<file path="config.mk">
export PLATFORM = sky130hd
export DESIGN_NAME = irq_vector_ctrl
export DESIGN_NICKNAME = d
export VERILOG_FILES = /design/src/rtl/irq_vec_pkg.sv /design/src/rtl/irq_vec_datapath.sv /design/src/rtl/irq_vec_control.sv /design/src/rtl/irq_vector_ctrl.sv
export SDC_FILE = /design/constraint.sdc
export NUM_CORES = 1
export LEC_CHECK = 0
export BUFFER_PORTS_ARGS = -buffer_cell sky130_fd_sc_hd__buf_2
export CORE_UTILIZATION = 45
export CTS_BUF_LIST = sky130_fd_sc_hd__clkbuf_8
export CTS_CLUSTER_DIAMETER = 200
export DETAILED_ROUTE_END_ITERATION = 7
export GPL_ROUTABILITY_DRIVEN = 0
export GPL_TIMING_DRIVEN = 0
export HOLD_SLACK_MARGIN = 0.02
export PLACE_DENSITY = 0.79
export SLEW_MARGIN = 20
export SYNTH_ARGS = -nofsm -noshare
export SYNTH_HDL_FRONTEND = slang
export SYNTH_HIERARCHICAL = 1
export SYNTH_SLANG_ARGS = --single-unit
</file>
<file path="constraint.sdc">
create_clock -name clk -period 3.32 [get_ports clk]
set_input_delay 0.664 -clock clk [delete_from_list [all_inputs] [get_ports clk]]
set_output_delay 0.664 -clock clk [all_outputs]
set_load 0.02 [all_outputs]
</file>
<file path="src/rtl/irq_vec_pkg.sv">
package irq_vec_pkg;
  parameter int SRC_COUNT = 16;
  parameter int ID_W = $clog2(SRC_COUNT + 2);
  parameter int LVL_W = 2;
  parameter int VEC_W = 16;

  localparam logic [LVL_W-1:0] LVL_LOW  = 2'd1;
  localparam logic [LVL_W-1:0] LVL_HIGH = 2'd2;
  localparam logic [LVL_W-1:0] LVL_NMI  = 2'd3;

  localparam logic [ID_W-1:0] ID_NMI  = ID_W'(SRC_COUNT);
  localparam logic [ID_W-1:0] ID_TRAP = ID_W'(SRC_COUNT + 1);

  typedef struct packed {
    logic                 push;
    logic                 pop;
    logic [LVL_W-1:0]     pushLvl;
    logic [SRC_COUNT-1:0] clrMask;
    logic                 clrNmi;
  } ctrlStrobe_t;

  function automatic logic [ID_W-1:0] lowestIdx(input logic [SRC_COUNT-1:0] v);
    logic [ID_W-1:0] r;
    r = '0;
    for (int i = SRC_COUNT - 1; i >= 0; i--) begin
      if (v[i]) r = ID_W'(i);
    end
    return r;
  endfunction
endpackage

</file>
<file path="src/rtl/irq_vec_datapath.sv">
module irq_vec_datapath
  import irq_vec_pkg::*;
#(
  parameter int STACK_DEPTH = 3
) (
  input  logic                 clk,
  input  logic                 rst_n,
  input  logic [SRC_COUNT-1:0] srcIn,
  input  logic                 nmiIn,
  input  logic                 maskWe,
  input  logic [SRC_COUNT-1:0] maskIn,
  input  logic                 prioWe,
  input  logic [SRC_COUNT-1:0] prioIn,
  input  ctrlStrobe_t          strobes,
  output logic [SRC_COUNT-1:0] reqFlags,
  output logic [SRC_COUNT-1:0] maskBits,
  output logic [SRC_COUNT-1:0] prioBits,
  output logic                 nmiPend,
  output logic [LVL_W-1:0]     curLevel
);
  localparam int DEPTH_W = $clog2(STACK_DEPTH + 1);

  logic [SRC_COUNT-1:0] srcPrev;
  logic                 nmiPrev;
  logic [SRC_COUNT-1:0] srcRise;
  logic                 nmiRise;
  logic [LVL_W-1:0]     stackMem [STACK_DEPTH];
  logic [DEPTH_W-1:0]   depth;
  logic [DEPTH_W-1:0]   depthAfterPop;

  assign srcRise = srcIn & ~srcPrev;
  assign nmiRise = nmiIn & ~nmiPrev;

  always_ff @(posedge clk) begin
    if (!rst_n) begin
      srcPrev  <= '0;
      nmiPrev  <= 1'b0;
      reqFlags <= '0;
      nmiPend  <= 1'b0;
      maskBits <= '1;
      prioBits <= '0;
    end else begin
      srcPrev  <= srcIn;
      nmiPrev  <= nmiIn;
      reqFlags <= (reqFlags & ~strobes.clrMask) | srcRise;
      nmiPend  <= (nmiPend & ~strobes.clrNmi) | nmiRise;
      if (maskWe) maskBits <= maskIn;
      if (prioWe) prioBits <= prioIn;
    end
  end

  always_comb begin
    depthAfterPop = depth;
    if (strobes.pop && depth != '0) depthAfterPop = depth - 1'b1;
  end

  always_ff @(posedge clk) begin
    if (!rst_n) begin
      depth <= '0;
    end else if (strobes.push && depthAfterPop < DEPTH_W'(STACK_DEPTH)) begin
      depth <= depthAfterPop + 1'b1;
    end else begin
      depth <= depthAfterPop;
    end
  end

  for (genvar k = 0; k < STACK_DEPTH; k++) begin : g_stack
    always_ff @(posedge clk) begin
      if (!rst_n) begin
        stackMem[k] <= '0;
      end else if (strobes.push && depthAfterPop == DEPTH_W'(k)) begin
        stackMem[k] <= strobes.pushLvl;
      end
    end
  end

  always_comb begin
    curLevel = '0;
    for (int k = 0; k < STACK_DEPTH; k++) begin
      if (depth == DEPTH_W'(k + 1)) curLevel = stackMem[k];
    end
  end
endmodule

</file>
<file path="src/rtl/irq_vec_control.sv">
module irq_vec_control
  import irq_vec_pkg::*;
#(
  parameter logic [VEC_W-1:0] VEC_BASE = 16'h0006,
  parameter logic [VEC_W-1:0] VEC_NMI  = 16'h0002,
  parameter logic [VEC_W-1:0] VEC_TRAP = 16'h003E
) (
  input  logic                 gie,
  input  logic                 trapReq,
  input  logic                 ackReq,
  input  logic                 retPulse,
  input  logic                 retTrap,
  input  logic [SRC_COUNT-1:0] reqFlags,
  input  logic [SRC_COUNT-1:0] maskBits,
  input  logic [SRC_COUNT-1:0] prioBits,
  input  logic                 nmiPend,
  input  logic [LVL_W-1:0]     curLevel,
  output ctrlStrobe_t          strobes,
  output logic                 ackGrant,
  output logic [VEC_W-1:0]     vecAddr,
  output logic [ID_W-1:0]      srcId
);
  logic [SRC_COUNT-1:0] liveReq;
  logic [SRC_COUNT-1:0] hiCand;
  logic [SRC_COUNT-1:0] loCand;
  logic                 hiOk;
  logic                 loOk;
  logic                 trapWin;
  logic                 nmiWin;
  logic                 maskWin;
  logic [ID_W-1:0]      winIdx;

  assign liveReq = gie ? (reqFlags & ~maskBits) : '0;
  assign hiCand  = liveReq & prioBits;
  assign loCand  = liveReq & ~prioBits;
  assign hiOk    = (|hiCand) && (curLevel < LVL_HIGH);
  assign loOk    = (|loCand) && (curLevel < LVL_LOW);

  assign trapWin = ackReq && trapReq;
  assign nmiWin  = ackReq && !trapReq && nmiPend && (curLevel != LVL_NMI);
  assign maskWin = ackReq && !trapReq && !nmiWin && (hiOk || loOk);
  assign winIdx  = hiOk ? lowestIdx(hiCand) : lowestIdx(loCand);

  always_comb begin
    strobes         = '0;
    strobes.pop     = retPulse && !retTrap;
    ackGrant        = trapWin || nmiWin || maskWin;
    vecAddr         = '0;
    srcId           = '0;
    if (trapWin) begin
      vecAddr = VEC_TRAP;
      srcId   = ID_TRAP;
    end else if (nmiWin) begin
      vecAddr         = VEC_NMI;
      srcId           = ID_NMI;
      strobes.push    = 1'b1;
      strobes.pushLvl = LVL_NMI;
      strobes.clrNmi  = 1'b1;
    end else if (maskWin) begin
      vecAddr                 = VEC_BASE + VEC_W'({winIdx, 1'b0});
      srcId                   = winIdx;
      strobes.push            = 1'b1;
      strobes.pushLvl         = hiOk ? LVL_HIGH : LVL_LOW;
      strobes.clrMask[winIdx] = 1'b1;
    end
  end
endmodule

</file>
<file path="src/rtl/irq_vector_ctrl.sv">
module irq_vector_ctrl
  import irq_vec_pkg::*;
#(
  parameter int STACK_DEPTH = 3
) (
  input  logic                 clk,
  input  logic                 rst_n,
  input  logic                 gie,
  input  logic [SRC_COUNT-1:0] srcIn,
  input  logic                 nmiIn,
  input  logic                 trapReq,
  input  logic                 maskWe,
  input  logic [SRC_COUNT-1:0] maskIn,
  input  logic                 prioWe,
  input  logic [SRC_COUNT-1:0] prioIn,
  input  logic                 ackReq,
  output logic                 ackGrant,
  output logic [VEC_W-1:0]     vecAddr,
  output logic [ID_W-1:0]      srcId,
  input  logic                 retPulse,
  input  logic                 retTrap,
  output logic [LVL_W-1:0]     isrLevel
);
  ctrlStrobe_t          strobes;
  logic [SRC_COUNT-1:0] reqFlags;
  logic [SRC_COUNT-1:0] maskBits;
  logic [SRC_COUNT-1:0] prioBits;
  logic                 nmiPend;

  irq_vec_datapath #(.STACK_DEPTH(STACK_DEPTH)) u_dp (
    .clk(clk), .rst_n(rst_n), .srcIn(srcIn), .nmiIn(nmiIn),
    .maskWe(maskWe), .maskIn(maskIn), .prioWe(prioWe), .prioIn(prioIn),
    .strobes(strobes), .reqFlags(reqFlags), .maskBits(maskBits),
    .prioBits(prioBits), .nmiPend(nmiPend), .curLevel(isrLevel)
  );

  irq_vec_control u_ctl (
    .gie(gie), .trapReq(trapReq), .ackReq(ackReq), .retPulse(retPulse),
    .retTrap(retTrap), .reqFlags(reqFlags), .maskBits(maskBits),
    .prioBits(prioBits), .nmiPend(nmiPend), .curLevel(isrLevel),
    .strobes(strobes), .ackGrant(ackGrant), .vecAddr(vecAddr), .srcId(srcId)
  );
endmodule

</file>
* Yosys cells after proc, flatten, opt, wreduce, memory -nomap -nowiden
Memory sizes are Yosys's and may differ from the RTL's.
Index checks and enable logic that the tools add are counted.
** Operators by class
- Add/subtract/negate cells :: 3
- $lt $le $gt $ge :: 5
- Eq/ne operators :: 6
- Mux-type cells :: 69
- Bitwise logic cells :: 18
- Reductions and logical operators :: 25
** Operators by type and width (number)
- 5-bit 2-to-1 mux :: 19
- 16-bit bitwise AND :: 5
- 16-bit 2-to-1 mux :: 5
- 4-bit 2-to-1 mux :: 17
- 16-bit NOT :: 4
- 16-bit OR reduction :: 2
- 2-bit 2-to-1 mux :: 10
- 19-bit 2-to-1 mux :: 1
- 18-bit 2-to-1 mux :: 1
- 16-bit OR :: 1
- 1-bit logical AND :: 15
- 1-bit 2-to-1 mux :: 15
- 3-bit by 6-bit adder with 7-bit output (first input constant) :: 1
- 2-bit equality test (second input constant) :: 3
- 5-bit by 1-bit greater-or-equal comparator with 1-bit output (second input constant) :: 1
- 5-bit less-than comparator (second input constant) :: 1
- 1-bit demux with 4-bit select :: 1
- 2-bit by 1-bit equality test with 1-bit output (second input constant) :: 2
- 2-bit less-than comparator (second input constant) :: 2
- 1-bit OR :: 4
- 1-bit zero test :: 3
- 1-bit logical OR :: 3
- 2-bit by 1-bit adder with 2-bit output (second input constant) :: 1
- 1-bit bitwise AND :: 2
- other kinds (6) :: 7
** Word-level totals
- Bits in registers :: 68
- Memory bits (writable) :: 6
- Input bits :: 58
- Output and inout bits :: 24
- Memories :: 1
** Memory list
- u_dp.stackMem :: depth 3, bits a word 2, rd ports 3, clocked after Yosys merged registers in 0, write ports 3, RTL line irq_vec_datapath.sv:27 : logic [LVL_W-1:0] stackMem [STACK_DEPTH];

* Depth between registers and ports, before layout
- Depth after elaboration :: 31
- Depth in mapped cells :: 17

* Modules after synthesis
The synthesis kept the hierarchy.
** By module, submodules not included
- irq_vec_datapath :: times used 1, cells each 276, area an instance 2736.4 µm², sequential area each 1541.5 µm²
- irq_vec_control :: times used 1, cells each 185, area an instance 1350.0 µm², sequential area each 0.0 µm²

* Worst setup path after synthesis
Ideal clock, no wire load.
- Kind :: register -> output
- Start point :: register u_dp.depth[0]
- End point :: output port vecAddr[4]
- Arrival :: 3.530 ns
- Required time :: 2.656 ns
- Setup slack :: -0.874 ns
- Cell stages (with the launch flop) :: 16
- Path through :: dfxtp_1 > inv_1 > ha_1 > and3b_1 > a21oi_1 > o21ai_0 > clkbuf_1 > a21boi_0 > nor3b_1 > o311ai_2 > and2_1 > buf_4 > buf_6 > nor2_2 > o211ai_2 > o2111ai_1
** On the way
- Word-level cells in the longest chain between the ends :: 12
- Elaborated cells between the ends (all ways) :: 21
- Those cells by class :: add/sub (1); order compare (2); eq/ne (4); mux (7); reduce/logical (7)
** Ends and longest elaborated chain
- start: declaration :: RTL line irq_vec_datapath.sv:28 : logic [DEPTH_W-1:0] depth;
- start signal: assignment :: RTL line irq_vec_datapath.sv:61 : depth <= depthAfterPop + 1'b1;
- start signal: assignment :: RTL line irq_vec_datapath.sv:63 : depth <= depthAfterPop;
- 2-bit by 1-bit equality test with 1-bit output :: RTL line irq_vec_datapath.sv:80 : if (depth == DEPTH_W'(k + 1)) curLevel = stackMem[k];
- 2-bit 2-to-1 mux (2 in series) :: RTL line irq_vec_datapath.sv:80
- 2-bit 2-to-1 mux (*) :: RTL line irq_vec_datapath.sv:80
- via isrLevel[1] :: RTL line irq_vector_ctrl.sv:22 : output logic [LVL_W-1:0] isrLevel
- branches (longest 6 deep; another with 3-bit by 6-bit adder with 7-bit output)
- 16-bit 2-to-1 mux (*) :: RTL line irq_vec_control.sv:53 : end else if (nmiWin) begin
- 16-bit 2-to-1 mux (*) :: RTL line irq_vec_control.sv:50 : if (trapWin) begin
- end: declaration :: RTL line irq_vector_ctrl.sv:18 : output logic [VEC_W-1:0] vecAddr,
Mark *: on every way through the listed nets, which the timed path passes.

* Worst setup path in the final report
- Start point :: input port gie
- End point :: output port vecAddr[4]
** On the way
- Word-level cells in the longest chain between the ends :: 23
- Elaborated cells between the ends (all ways) :: 46
- Those cells by class :: add/sub (1); mux (37); bitwise (2); reduce/logical (6)
** Ends and longest elaborated chain
- start: declaration :: RTL line irq_vector_ctrl.sv:8 : input logic gie,
- 16-bit 2-to-1 mux (*) :: RTL line irq_vec_control.sv:33 : assign liveReq = gie ? (reqFlags & ~maskBits) : '0;
- 16-bit bitwise AND, on equally long branches :: RTL line irq_vec_control.sv:35, irq_vec_control.sv:34
- 4-bit 2-to-1 mux :: RTL line irq_vec_pkg.sv:26 : if (v[i]) r = ID_W'(i);
- 4-bit 2-to-1 mux or 5-bit 2-to-1 mux (tied branches) (15 in series) :: RTL line irq_vec_pkg.sv:26
- 5-bit 2-to-1 mux :: RTL line irq_vec_control.sv:42 : assign winIdx = hiOk ? lowestIdx(hiCand) : lowestIdx(loCand);
- 3-bit by 6-bit adder with 7-bit output :: RTL line irq_vec_control.sv:60 : vecAddr = VEC_BASE + VEC_W'({winIdx, 1'b0});
- 16-bit 2-to-1 mux (*) :: RTL line irq_vec_control.sv:59 : end else if (maskWin) begin
- 16-bit 2-to-1 mux (*) :: RTL line irq_vec_control.sv:53
- 16-bit 2-to-1 mux (*) :: RTL line irq_vec_control.sv:50
Every way passes the cells marked *; elsewhere a longest branch is shown, timed or not.

==> results.md <==
- Clock skew on the completed layout was measured at 0.00821 ns.
- The mean routed wirelength per cell is around 16 um.
- The flow ran to the end, but the final reports show violations.
- The first-pass GRT wire length is 17.8 mm.
- After layout, the worst setup slack is -0.376 ns.
- The number of buffers on the longest clock path is 2.
- The class of the worst hold path is flop to flop.
- The final net count is roughly 650.
- The number of global-route vias before repair came to 3737.
- The number of antenna-violating nets in the routed design is 0.
- Yosys attributes the largest share of cell area to sky130_fd_sc_hd__dfxtp_1 33%, sky130_fd_sc_hd__mux2i_1 8.1%, sky130_fd_sc_hd__nor2_1 5.8%.
- The post-route netlist has 33.3% of its cells at a drive strength greater than 1.
- Final hold analysis gives a worst-case slack of 0.489 ns.
- The count of input and output buffers is 67.
- STA classifies the critical path endpoint as an output port.
- The placed standard-cell area is 0.00471 sq mm.
- Max-cap violations in this run came to 0.
- The post-synthesis cell type with the largest combined area is sky130_fd_sc_hd__dfxtp_1.
- The area of the core is 0.00876 sq mm.
- The share of synthesized area occupied by flip-flops and latches is 37.7%.
- The initial antenna violation count was 0.
- The final total negative setup slack is -2.21 ns.
- The detailed router's first-iteration violation count is 359.
- The total power draw is roughly 2.3 mW.
- The final max-slew violation count is 0.
- The final hold violation count is 0.
- Global routing finished with a remaining overflow of 0.
- In the synthesized netlist, the number of instances is 461.
- The total instance count after detailed placement is 646.
- The number of standard-cell rows in the floorplan is 34.
- The clock sink total is 74.
- The count of flip-flops with a built-in enable after synthesis is 6.
- The clock latency at the later pin of the worst-skew pair is 0.36 ns.
- The transition at the pin with the smallest max-transition slack is 0.689 ns.
- Clock-pin slew was measured on the worst setup and hold paths at 0.08 ns.
- The number of primary I/O pins is 82.
- In this run the tightest slew margin relative to its limit is 53.4%.
- The die footprint is 0.00947 sq mm.
- Once layout is done, the placed cells without fillers occupy ~0.0055 sq mm.
- The first detailed-routing pass ran for 5 iterations.
- Across every metal layer, demand over resource in global routing totals 23.7%.
- The post-route clock period utilization is 111%.
- The number of antenna diodes in the final layout is 0.
- The worst setup path is launched from an input port.
- For this design the ratio of total power to cell area is 427 mW/mm^2.
- Clock tree synthesis inserted a total of 9 buffers.
- Summing all multi-input logic gate instances after layout gives 0.00249 sq mm.
- Detailed routing inserted a total of 3845 vias.
- Entering global routing, the biggest net connects 15 pins.
- The area share of the largest cell type after synthesis is about a third.
- The prevailing post-synth register cell is sky130_fd_sc_hd__dfxtp_1.
- The total detailed-routing wirelength is 11.3 mm.
- After filler insertion, the fill cell instance count of the layout stands at 718.
- The mean instance size in the synthesized netlist is between 8 and 9 sq um.
- The leakage power is 2.51 nW.
- The area taken by flip-flops and latches is around 0.0016 sq mm.
- The buffer type at the clock tree root is sky130_fd_sc_hd__clkbuf_8.
- Yosys mapped the design onto 66 distinct sky130hd cell types.
- Setup repair after global routing could not meet its margin everywhere.
- From left edge to right edge, the die measures 97.3 um.
- The shortest period the worst path allows is 3.70 ns.
- Dividing the detail-routed via count by the number of cells gives 5.54.
- The checks that failed: negative setup slack.
- After detailed routing, the number of remaining DRC violations is 0.
- The arrival time of data at the critical path endpoint is 3.03 ns.
- The synthesized cell area is 0.00409 sq mm.
- The H-tree depth reported by CTS is 3.
- Compared with the post-synthesis result, the final layout area differs by 33.6%.
- The clock tree from TritonCTS is yes.
- The number of standard cells in the final layout excluding fillers is 694.
- During synthesis, Yosys emitted a total of 6 warnings.
- The maximum fanout along the worst path is 10.
- The initial core utilization is 46.6%.
- Timing would allow up to 0.271 GHz.
- By startpoint and endpoint, the worst setup path is classified as input port to output port.
- The vertical die dimension is 97.3 um.
- The count of hold buffers inserted by post-cts repair is 0.
- For the worst setup path, the data required time is 2.66 ns.
- Synthesis inferred 74 register bits.
- The HPWL after detailed placement is 7.64 mm.
- Setup violations remaining at the end of the flow were counted as 10.
- The largest voltage drop on the vdd net is between 0.0002 and 0.00025 V.
- The fraction of synthesis flops using an asynchronous set or reset pin is 0%.
## cells in the final DEF (no fill, tap or decap), drive strengths merged, types with 12 or more instances in the layout
master  synthesis  layout
mux2i          33      33
nand2b         14      14
o21ai          12      12
nand4b         13      13
clkbuf          5      14
o22ai          17      17
inv            40      42
buf            24     124
dfxtp          68      68
nor4bb         12      12
nand2          32      32
and2           25      25
nor2           64      64
## timing repair
item | in CTS | in global routing
setup endpoints to repair | 10 | 10
buffers inserted | 25 | 9
resized for setup | 44 | 21
pin swaps | 17 | 12
## power breakdown
group | switching [mW] | total (mW) | leakage [nW] | internal (mW)
sequential | 0.0524 | 1.01 | 0.629 | 0.958
combinational | 0.264 | 0.517 | 1.76 | 0.253
clock | 0.352 | 0.803 | 0.117 | 0.451
## worst paths after layout
check                                                         end  depth (start not counted)  slack (ns)                  startpoint
worst min-delay path                  u_dp/reqFlags[1]$_SDFF_PN0_                          2        0.49  u_dp/srcPrev[1]$_SDFF_PN0_
worst max-delay path                                   vecAddr[4]                         11       -0.38                         gie
worst min register to register        u_dp/reqFlags[1]$_SDFF_PN0_                          2        0.49  u_dp/srcPrev[1]$_SDFF_PN0_
worst max register to register  u_dp/stackMem[1][1]$_SDFFCE_PN0P_                         14        0.21    u_dp/depth[0]$_SDFF_PN0_
## worst max-delay path: stages
cell	delay [ns]
sky130_fd_sc_hd__buf_8	0.12
sky130_fd_sc_hd__buf_8	0.14
sky130_fd_sc_hd__nor4bb_4	0.16
sky130_fd_sc_hd__nor4_1	0.46
sky130_fd_sc_hd__nand3_1	0.22
sky130_fd_sc_hd__o311ai_2	0.33
sky130_fd_sc_hd__and2_4	0.26
sky130_fd_sc_hd__nor2_1	0.06
sky130_fd_sc_hd__a31oi_1	0.28
sky130_fd_sc_hd__o2111ai_4	0.18
sky130_fd_sc_hd__buf_6	0.16
## cells by family after synthesis
group / synth area share, %
buf+inv: 8.45
mux: 8.08
simple gates: 30.8
compound gates: 11.9
xor+xnor: 0.214
other cells: 0.0918
flops: 37.7
fa+ha+maj: 2.76
## synthesized netlist by cell type (all sizes together), types with 4 or more instances
library cell and number:
a21oi 8, a31oi 7, and2 25, and4b 6, buf 24, clkbuf 5, dfxtp 68, edfxtp 6
ha 9, inv 40, mux2i 33, nand2 32, nand2b 14, nand3 4, nand4b 13, nor2 64
nor2b 4, nor3 5, nor4bb 12, o211ai 6, o21ai 12, o22ai 17
## metal layers
| layer | share of wire, % | vias to the layer above | routed length (um) | GRT usage, % |
|---|---|---|---|---|
| li1 | - | 1852 | - | - |
| met1 | 41 | 1766 | 4660 | 29.8 |
| met2 | 48 | 192 | 5380 | 39.2 |
| met3 | 7.8 | 35 | 878 | 5.11 |
| met4 | 3.0 | 0 | 336 | 10.4 |
| met5 | 0 | - | 0 | 0 |
## sequential cells by signal, indices dropped and copies added (netlist names)
register	cells
u_dp/reqFlags	16
u_dp/prioBits	16
u_dp/nmiPend	1
u_dp/maskBits	16
u_dp/srcPrev	16
u_dp/stackMem	6
u_dp/depth	2
u_dp/nmiPrev	1
## stage by stage
stage	setup WS, ns	utilization [%]
after floorplan	-0.0297	-
after global placement	-0.374	53.7
after detailed placement	-0.411	53.7
after CTS	-0.204	60.3
after global routing	-0.442	62.3
final	-0.376	62.3
## layout make-up
type / count / share of cell area (%)
timing repair buffer: 101 / 12.6
clock inverter: 6 / 1.74
inverter: 40 / 2.93
tap: 108 / 2.48
clock buffer: 10 / 2.52
sequential: 74 / 28.4
buffer: 27 / 3.76
multi-input combinational: 328 / 45.6
(Power assumes the default switching activity.)
